$ cat src/rtl/txr_pkg.sv
package txr_pkg;

    // Output path chosen at each bit tick from the sampled strobe level
    typedef enum logic {
        PATH_RETIMED = 1'b0,
        PATH_DIRECT  = 1'b1
    } path_e;

    // Host lines after synchronization into the system clock domain
    typedef struct packed {
        logic data;
        logic strobe;
    } host_sig_t;

    // Accumulator width able to hold values up to twice the modulus
    function automatic int unsigned acc_bits(input int unsigned modulus);
        return $clog2(modulus) + 1;
    endfunction

endpackage

$ cat src/rtl/txr_sync.sv
module txr_sync #(
    parameter int unsigned W = 2
) (
    input  logic         clk,
    input  logic         rst,
    input  logic [W-1:0] async_i,
    output logic [W-1:0] sync_o
);
    genvar g;
    generate
        for (g = 0; g < W; g++) begin : g_bit
            logic meta_q;
            logic safe_q;
            always_ff @(posedge clk) begin
                if (rst) begin
                    meta_q <= 1'b0;
                    safe_q <= 1'b0;
                end else begin
                    meta_q <= async_i[g];
                    safe_q <= meta_q;
                end
            end
            assign sync_o[g] = safe_q;
        end
    endgenerate
endmodule

$ cat src/rtl/txr_tick_gen.sv
module txr_tick_gen
    import txr_pkg::*;
#(
    parameter int unsigned CLK_HZ = 3579545,
    parameter int unsigned BIT_HZ = 1200
) (
    input  logic clk,
    input  logic rst,
    input  logic run,
    output logic tick_o
);
    localparam int unsigned AW = acc_bits(CLK_HZ);
    localparam logic [AW-1:0] STEP = AW'(BIT_HZ);
    localparam logic [AW-1:0] MODV = AW'(CLK_HZ);

    logic [AW-1:0] acc_q;
    logic [AW-1:0] sum;

    assign sum = acc_q + STEP;

    always_ff @(posedge clk) begin
        if (rst || !run) begin
            acc_q  <= '0;
            tick_o <= 1'b0;
        end else if (sum >= MODV) begin
            acc_q  <= sum - MODV;
            tick_o <= 1'b1;
        end else begin
            acc_q  <= sum;
            tick_o <= 1'b0;
        end
    end
endmodule

$ cat src/rtl/txr_core.sv
module txr_core
    import txr_pkg::*;
(
    input  logic      clk,
    input  logic      rst,
    input  logic      en,
    input  logic      tick,
    input  host_sig_t host,
    output logic      mod_bit_o,
    output logic      rdy_pull_o,
    output logic      stage2_o,
    output path_e     path_o
);
    logic  strobe_prev_q;
    logic  stage1_q;
    logic  stage2_q;
    path_e path_q;
    logic  rdy_q;
    logic  strobe_rise;

    assign strobe_rise = host.strobe && !strobe_prev_q;

    always_ff @(posedge clk) begin
        if (rst || !en) begin
            strobe_prev_q <= 1'b0;
            stage1_q      <= 1'b0;
            stage2_q      <= 1'b0;
            path_q        <= PATH_DIRECT;
            rdy_q         <= 1'b0;
        end else begin
            strobe_prev_q <= host.strobe;
            if (strobe_rise) begin
                stage1_q <= host.data;
            end
            if (tick) begin
                stage2_q <= stage1_q;
                path_q   <= host.strobe ? PATH_DIRECT : PATH_RETIMED;
            end
            if (host.strobe) begin
                rdy_q <= 1'b0;
            end else if (tick) begin
                rdy_q <= 1'b1;
            end
        end
    end

    assign mod_bit_o  = (path_q == PATH_DIRECT) ? host.data : stage2_q;
    assign rdy_pull_o = rdy_q;
    assign stage2_o   = stage2_q;
    assign path_o     = path_q;
endmodule

$ cat src/rtl/txbit_retimer.sv
module txbit_retimer
    import txr_pkg::*;
#(
    parameter int unsigned CLK_HZ = 3579545,
    parameter int unsigned BIT_HZ = 1200
) (
    input  logic clk_i,
    input  logic rst_i,
    input  logic en_i,
    input  logic host_data_i,
    input  logic host_strobe_i,
    output logic mod_bit_o,
    output logic rdy_pull_o
);
    logic [1:0] sync_bus;
    host_sig_t  host_s;
    logic       tick_q;
    logic       stage2_q;
    path_e      path_q;

    txr_sync #(.W(2)) u_sync (
        .clk     (clk_i),
        .rst     (rst_i),
        .async_i ({host_strobe_i, host_data_i}),
        .sync_o  (sync_bus)
    );

    assign host_s.data   = sync_bus[0];
    assign host_s.strobe = sync_bus[1];

    txr_tick_gen #(.CLK_HZ(CLK_HZ), .BIT_HZ(BIT_HZ)) u_tick (
        .clk    (clk_i),
        .rst    (rst_i),
        .run    (en_i),
        .tick_o (tick_q)
    );

    txr_core u_core (
        .clk        (clk_i),
        .rst        (rst_i),
        .en         (en_i),
        .tick       (tick_q),
        .host       (host_s),
        .mod_bit_o  (mod_bit_o),
        .rdy_pull_o (rdy_pull_o),
        .stage2_o   (stage2_q),
        .path_o     (path_q)
    );
endmodule

$ cat config.mk
export PLATFORM = sky130hd
export DESIGN_NAME = txbit_retimer
export DESIGN_NICKNAME = d
export VERILOG_FILES = /design/src/rtl/txr_pkg.sv /design/src/rtl/txr_sync.sv /design/src/rtl/txr_tick_gen.sv /design/src/rtl/txr_core.sv /design/src/rtl/txbit_retimer.sv
export SDC_FILE = /design/constraint.sdc
export NUM_CORES = 1
export LEC_CHECK = 0
export BUFFER_PORTS_ARGS = -buffer_cell sky130_fd_sc_hd__buf_2
export CAP_MARGIN = 20
export CORE_UTILIZATION = 30
export CTS_CLUSTER_SIZE = 30
export DETAILED_ROUTE_END_ITERATION = 16
export HOLD_SLACK_MARGIN = 0.02
export PLACE_DENSITY = 0.42
export SKIP_CTS_REPAIR_TIMING = 1
export SLEW_MARGIN = 0
export SYNTH_ARGS = -nofsm -noshare
export SYNTH_HDL_FRONTEND = slang
export SYNTH_SLANG_ARGS = --single-unit
$ cat constraint.sdc
create_clock -name clk_i -period 3.5 [get_ports clk_i]
set_clock_uncertainty 0.05 [all_clocks]
set_input_delay 0.525 -clock clk_i [delete_from_list [all_inputs] [get_ports clk_i]]
set_output_delay 0.525 -clock clk_i [all_outputs]
set_load 0.01 [all_outputs]
### Yosys cells after proc, flatten, opt, wreduce, memory -nomap -nowiden

Index checks and enable logic that the tools add are counted.

| operators by class | value |
|---|---|
| reduce and logical (&&, ||, !) cells | 5 |
| mux-type cells | 4 |
| $add $sub $neg | 2 |
| $lt $le $gt $ge | 1 |

Operators by type and width:

| kind | count |
|---|---|
| adder 23 x 11 -> 23 bit (second input constant) | 1 |
| greater-or-equal comparator 23 x 22 -> 1 bit (second input constant) | 1 |
| two-way mux 23 bit | 1 |
| subtractor 23 x 22 -> 23 bit (second input constant) | 1 |
| two-way mux 1 bit | 3 |
| zero test 1 bit | 2 |
| OR reduction 2 bit | 1 |
| logical AND 1 bit | 1 |
| logical OR 1 bit | 1 |

| storage, ports and cells | value |
|---|---|
| input bits | 5 |
| register bits | 33 |
| logic and storage cells | 23 |
| output and inout port bits | 2 |

### Longest topological paths before layout

| depth | value |
|---|---|
| depth after elaboration | 3 |
| gate-level depth with buffers | 12 |
| gate-level depth less buffers | 10 |

### Cells and area by module

Synthesis repeated with hierarchy kept, for this count alone.

| second synthesis, totals | value |
|---|---|
| cell total of the unflattened synthesis | 262 |
| area, all modules | 2,296.0 µm² |

By module, submodules not included:

| module | seq. area each (µm²) | times used | cells an instance | area an instance (µm²) |
|---|---|---|---|---|
| txr_tick_gen | 480.5 | 1 | 234 | 1,988.2 |
| txr_core | 100.1 | 1 | 18 | 187.7 |
| txr_sync | 80.1 | 1 | 10 | 120.1 |

### Least setup slack after synthesis

OpenSTA, ideal clock, no wires.

| timing | value |
|---|---|
| path kind | reg2reg |
| start point | register u_tick.acc_q[4] |
| end point | register u_tick.acc_q[10] |
| data required time | 3.378 ns |
| path slack | 0.698 ns |
| path buffers | 1 |
| cell stages (with the launch flop) | 12 |
| arrival time | 2.681 ns |
| setup time | 0.072 ns |
| period minus slack after synthesis | 2.802 ns |
| cell sequence | dfxtp_1 > inv_1 > ha_1 > nor2b_1 > o211ai_1 > mux2i_1 > nand4_1 > a21o_1 > a211o_1 > buf_2 > a21oi_2 > mux2i_1 |

| between the ends | value |
|---|---|
| longest elaborated chain between the ends | 3 |
| elaborated cells on any way between the ends | 4 |
| those cells by class | add/sub: 2; order compare: 1; mux: 1 |

Ends and longest elaborated chain:

| item | RTL line | RTL |
|---|---|---|
| from (decl) | txr_tick_gen.sv:16 | `logic [AW-1:0] acc_q;` |
| from (signal assigned) | txr_tick_gen.sv:26 | `acc_q <= sum - MODV;` |
| from (signal assigned) | txr_tick_gen.sv:29 | `acc_q <= sum;` |
| adder 23 x 11 -> 23 bit * | txr_tick_gen.sv:19 | `assign sum = acc_q + STEP;` |
| subtractor 23 x 22 -> 23 bit or greater-or-equal comparator 23 x 22 -> 1 bit (tied branches) | txr_tick_gen.sv:26, txr_tick_gen.sv:25 |  |
| two-way mux 23 bit * | txr_tick_gen.sv:25 | `end else if (sum >= MODV) begin` |

Every way passes the cells marked *; elsewhere a longest branch is shown, timed or not.
A chain may end at the register's enable or synchronous reset.

### Worst setup path after layout

| timing | value |
|---|---|
| start point | register u_tick.acc_q[4] |
| end point | register u_tick.acc_q[12] |

Same word-level chain as after synthesis.

==> flow_metrics.py <==
metrics = {
    "floorplan": {
        "row_count": 31,
        "io_pins": 7,
        "core_mm2": 0.007331,
        "die_w_um": 89.75,
        "dieArea_mm2": 0.008054,
        "die_h_um": 89.75,
        "initial_core_util_pct": 31.51,
    },
    "timing": {
        "drv_slew": 0,
        "max_freq_ghz": 0.3065,
        "worstMarginPinSlew_ps": 672.9,
        "rsz0062_at_grt": "no",
        "min_period_over_period_pct": 93.23,
        "tns_ps": 0,
        "whs_ps": 390.3,
        "setup_violations": 0,
        "timing.final.crit_period_ps": 3263,
        "hold_violations": 0,
        "maxSlewHeadroom_pct": 55.14,
    },
    "cells_and_area": {
        "mostFrequentLayoutCells": "nand2_1 (40), dfxtp_1 (33), mux2i_1 (21)",
        "final_net_count": 302,
        "register_area_um2": 660.6,
        "multi_input_area_mm2": 0.001546,
        "layout_commonest_cell": "nand2_1",
        "synthToLayoutAreaGrowth_pct": 12.46,
        "drive_above_1_share_pct": 18.37,
        "post-route-util_pct": 35.43,
        "fillCellCount": 770,
        "num_antenna_cells": 0,
    },
    "worst_hold_path": {
        "hold_path.class": "register to register",
    },
    "synthesis": {
        "synthFlopType": "dfxtp_1",
        "yosysWarnings": 0,
        "synth-edff-count": 0,
        "synth_seq_area_share_pct": 28.60,
        "yosys_register_bits": 33,
        "synthCells": 281,
        "ys_types": 54,
        "synth_area_per_cell_um2": 8.220,
        "syn_area_mm2": 0.002310,
        "synthArstFlopShare_pct": 0,
        "synth_nets": 290,
    },
    "global_route": {
        "grt_pass1_vias": 1948,
        "grtUsageMet1_pct": 20.80,
        "grt_use_met2_pct": 24.74,
        "antenna_found_initial": 0,
        "grt_pass1_wl_um": 9839,
        "grtUsageTotal_pct": 15.30,
        "overflow": 0,
        "busiest_layer": "met2",
        "grt_start_max_net_pins": 17,
        "grtUsageMet3_pct": 2.538,
    },
    "clock_tree": {
        "clock_latency_ps": 290,
        "htree_levels": 2,
        "cts.reportedPaths.clkPinSlew_ps": 80,
        "cts_root_buf": "clkbuf_8",
        "cts_buffers": 5,
        "cts.sinks": 33,
        "cts_buffer_depth": 2,
        "cts_tree": "yes",
    },
    "detailed_routing": {
        "drtIter0Drc": 99,
        "post_drt_wl_per_cell_um": 14.46,
        "drcViolationCount": 0,
        "vias": 1959,
        "firstDrtPassIters": 5,
        "postRouteAntennaNets": 0,
        "finalWirelength_um": 5683,
        "vias_per_cell": 4.985,
    },
    "setup_path": {
        "crit_fanout": 9,
        "cp.arrival_ps": 3440,
        "path_class": "register to register",
        "worstSetupStartpointType": "register",
        "cp.required_ps": 3680,
        "cp-end-kind": "register",
    },
    "pwr": {
        "power.density_mw_per_mm2": 330.9,
        "ir_worst_vdd_mv": 0.1470,
        "total_leakage_power_nw": 0.9032,
        "finalPower_w": 0.0008594,
    },
    "placed_design": {
        "io_buffer_count": 6,
        "routabilityCongestion": 0.8104,
        "dp_hpwl_um": 4173,
    },
    "run": {
        "maxCapViolations": 0,
    },
    "run_status": {
        "status": "completed",
    },
}
==> worst max-delay path: stages (launching register included) <==
cell and delay [ps]:
dfxtp_1 430, inv_1 110, ha_1 270, nor2b_2 200, buf_4 150, nor3_1 50
o22ai_1 360, nand4_1 270, a21o_1 270, a211o_1 430, buf_4 240, a21oi_1 170
mux2i_1 180
==> path summary, 6_finish.rpt <==
| kind | slack [ps] | end | cells past startpoint | startpoint |
|---|---|---|---|---|
| worst max-delay path | 240 | u_tick.acc_q[12] | 12 | u_tick.acc_q[4] |
| worst min-delay path | 390 | u_sync.g_bit[1].safe_q | 1 | u_sync.g_bit[1].meta_q |
| worst max register to register | 240 | u_tick.acc_q[12] | 12 | u_tick.acc_q[4] |
| worst min register to register | 390 | u_sync.g_bit[1].safe_q | 1 | u_sync.g_bit[1].meta_q |
==> cell usage after synthesis (all sizes together), types with 2 or more instances <==
cell type | instances | area (µm²)
a211oi | 5 | 47.54
a21boi | 2 | 26.28
a21o | 3 | 22.52
a21oi | 19 | 121.4
a41oi | 2 | 17.52
and3 | 2 | 12.51
buf | 6 | 55.05
clkbuf | 6 | 22.52
dfxtp | 33 | 660.6
ha | 4 | 50.05
inv | 9 | 33.78
mux2i | 22 | 220.2
nand2 | 40 | 150.1
nand2b | 6 | 40.04
nand3 | 4 | 20.02
nand4 | 3 | 18.77
nor2 | 12 | 45.04
nor2b | 9 | 56.30
nor3 | 7 | 35.03
o2111ai | 3 | 26.28
o211ai | 5 | 37.54
o21a | 5 | 37.54
o21ai | 19 | 98.84
o311a | 2 | 20.02
o31ai | 2 | 15.01
or2 | 11 | 68.82
xnor2 | 13 | 113.9
xor2 | 9 | 78.83
==> kinds of logic (layout without fill, tap and decap cells) <==
logic type | count (synthesis) | in the layout | share of synthesized area (%)
mux | 23 | 23 | 10.02
flops | 33 | 33 | 28.60
fa+ha+maj | 4 | 4 | 2.167
xor+xnor | 22 | 22 | 8.343
compound gates | 78 | 78 | 24.49
buf+inv | 21 | 34 | 4.821
simple gates | 100 | 100 | 21.56
==> through the flow <==
step / area (µm²) / cells / worst slack [ps]
3_3_place_gp: 2464 / 384 / 241.5
5_1_grt: 2597 / 393 / 17.44
2_1_floorplan: 2310 / 281 / 697.9
6_report: 2597 / 393 / 237.0
4_1_cts: 2584 / 392 / 133.9
3_5_place_dp: 2464 / 384 / 156.3
==> power breakdown <==
group | total [W] | leakage (nW) | internal [W] | switching (W)
clock | 0.000390 | 0.0574 | 0.000232 | 0.000158
sequential | 0.000390 | 0.268 | 0.000382 | 0.00000849
combinational | 0.0000792 | 0.578 | 0.0000309 | 0.0000483
==> metal layers <==
| layer | wire (µm) | part of all wire (%) | vias up |
|---|---|---|---|
| met5 | 0 | 0 | - |
| met4 | 53 | 0.93 | 0 |
| met3 | 80 | 1.4 | 5 |
| met2 | 2477 | 44 | 10 |
| met1 | 3072 | 54 | 922 |
| li1 | - | - | 1022 |
==> registers in the layout (all words and copies together) (netlist names) <==
signal                cells
u_core.path_o             1
u_core.rdy_pull_o         1
u_core.stage1_q           1
u_core.stage2_o           1
u_core.strobe_prev_q      1
u_sync.g_bit.meta_q       2
u_sync.g_bit.safe_q       2
u_tick.acc_q             23
u_tick.tick_o             1
==> final cells by class <==
cell class                 count  area share, %
clock buffer                   6          3.179
multi-input combinational    227          59.54
tap                           99          4.769
clock inverter                 2          1.445
sequential                    33          25.43
timing repair buffer          17          4.335
inverter                       9          1.301
Note: power is estimated with default switching activity, not from simulation.
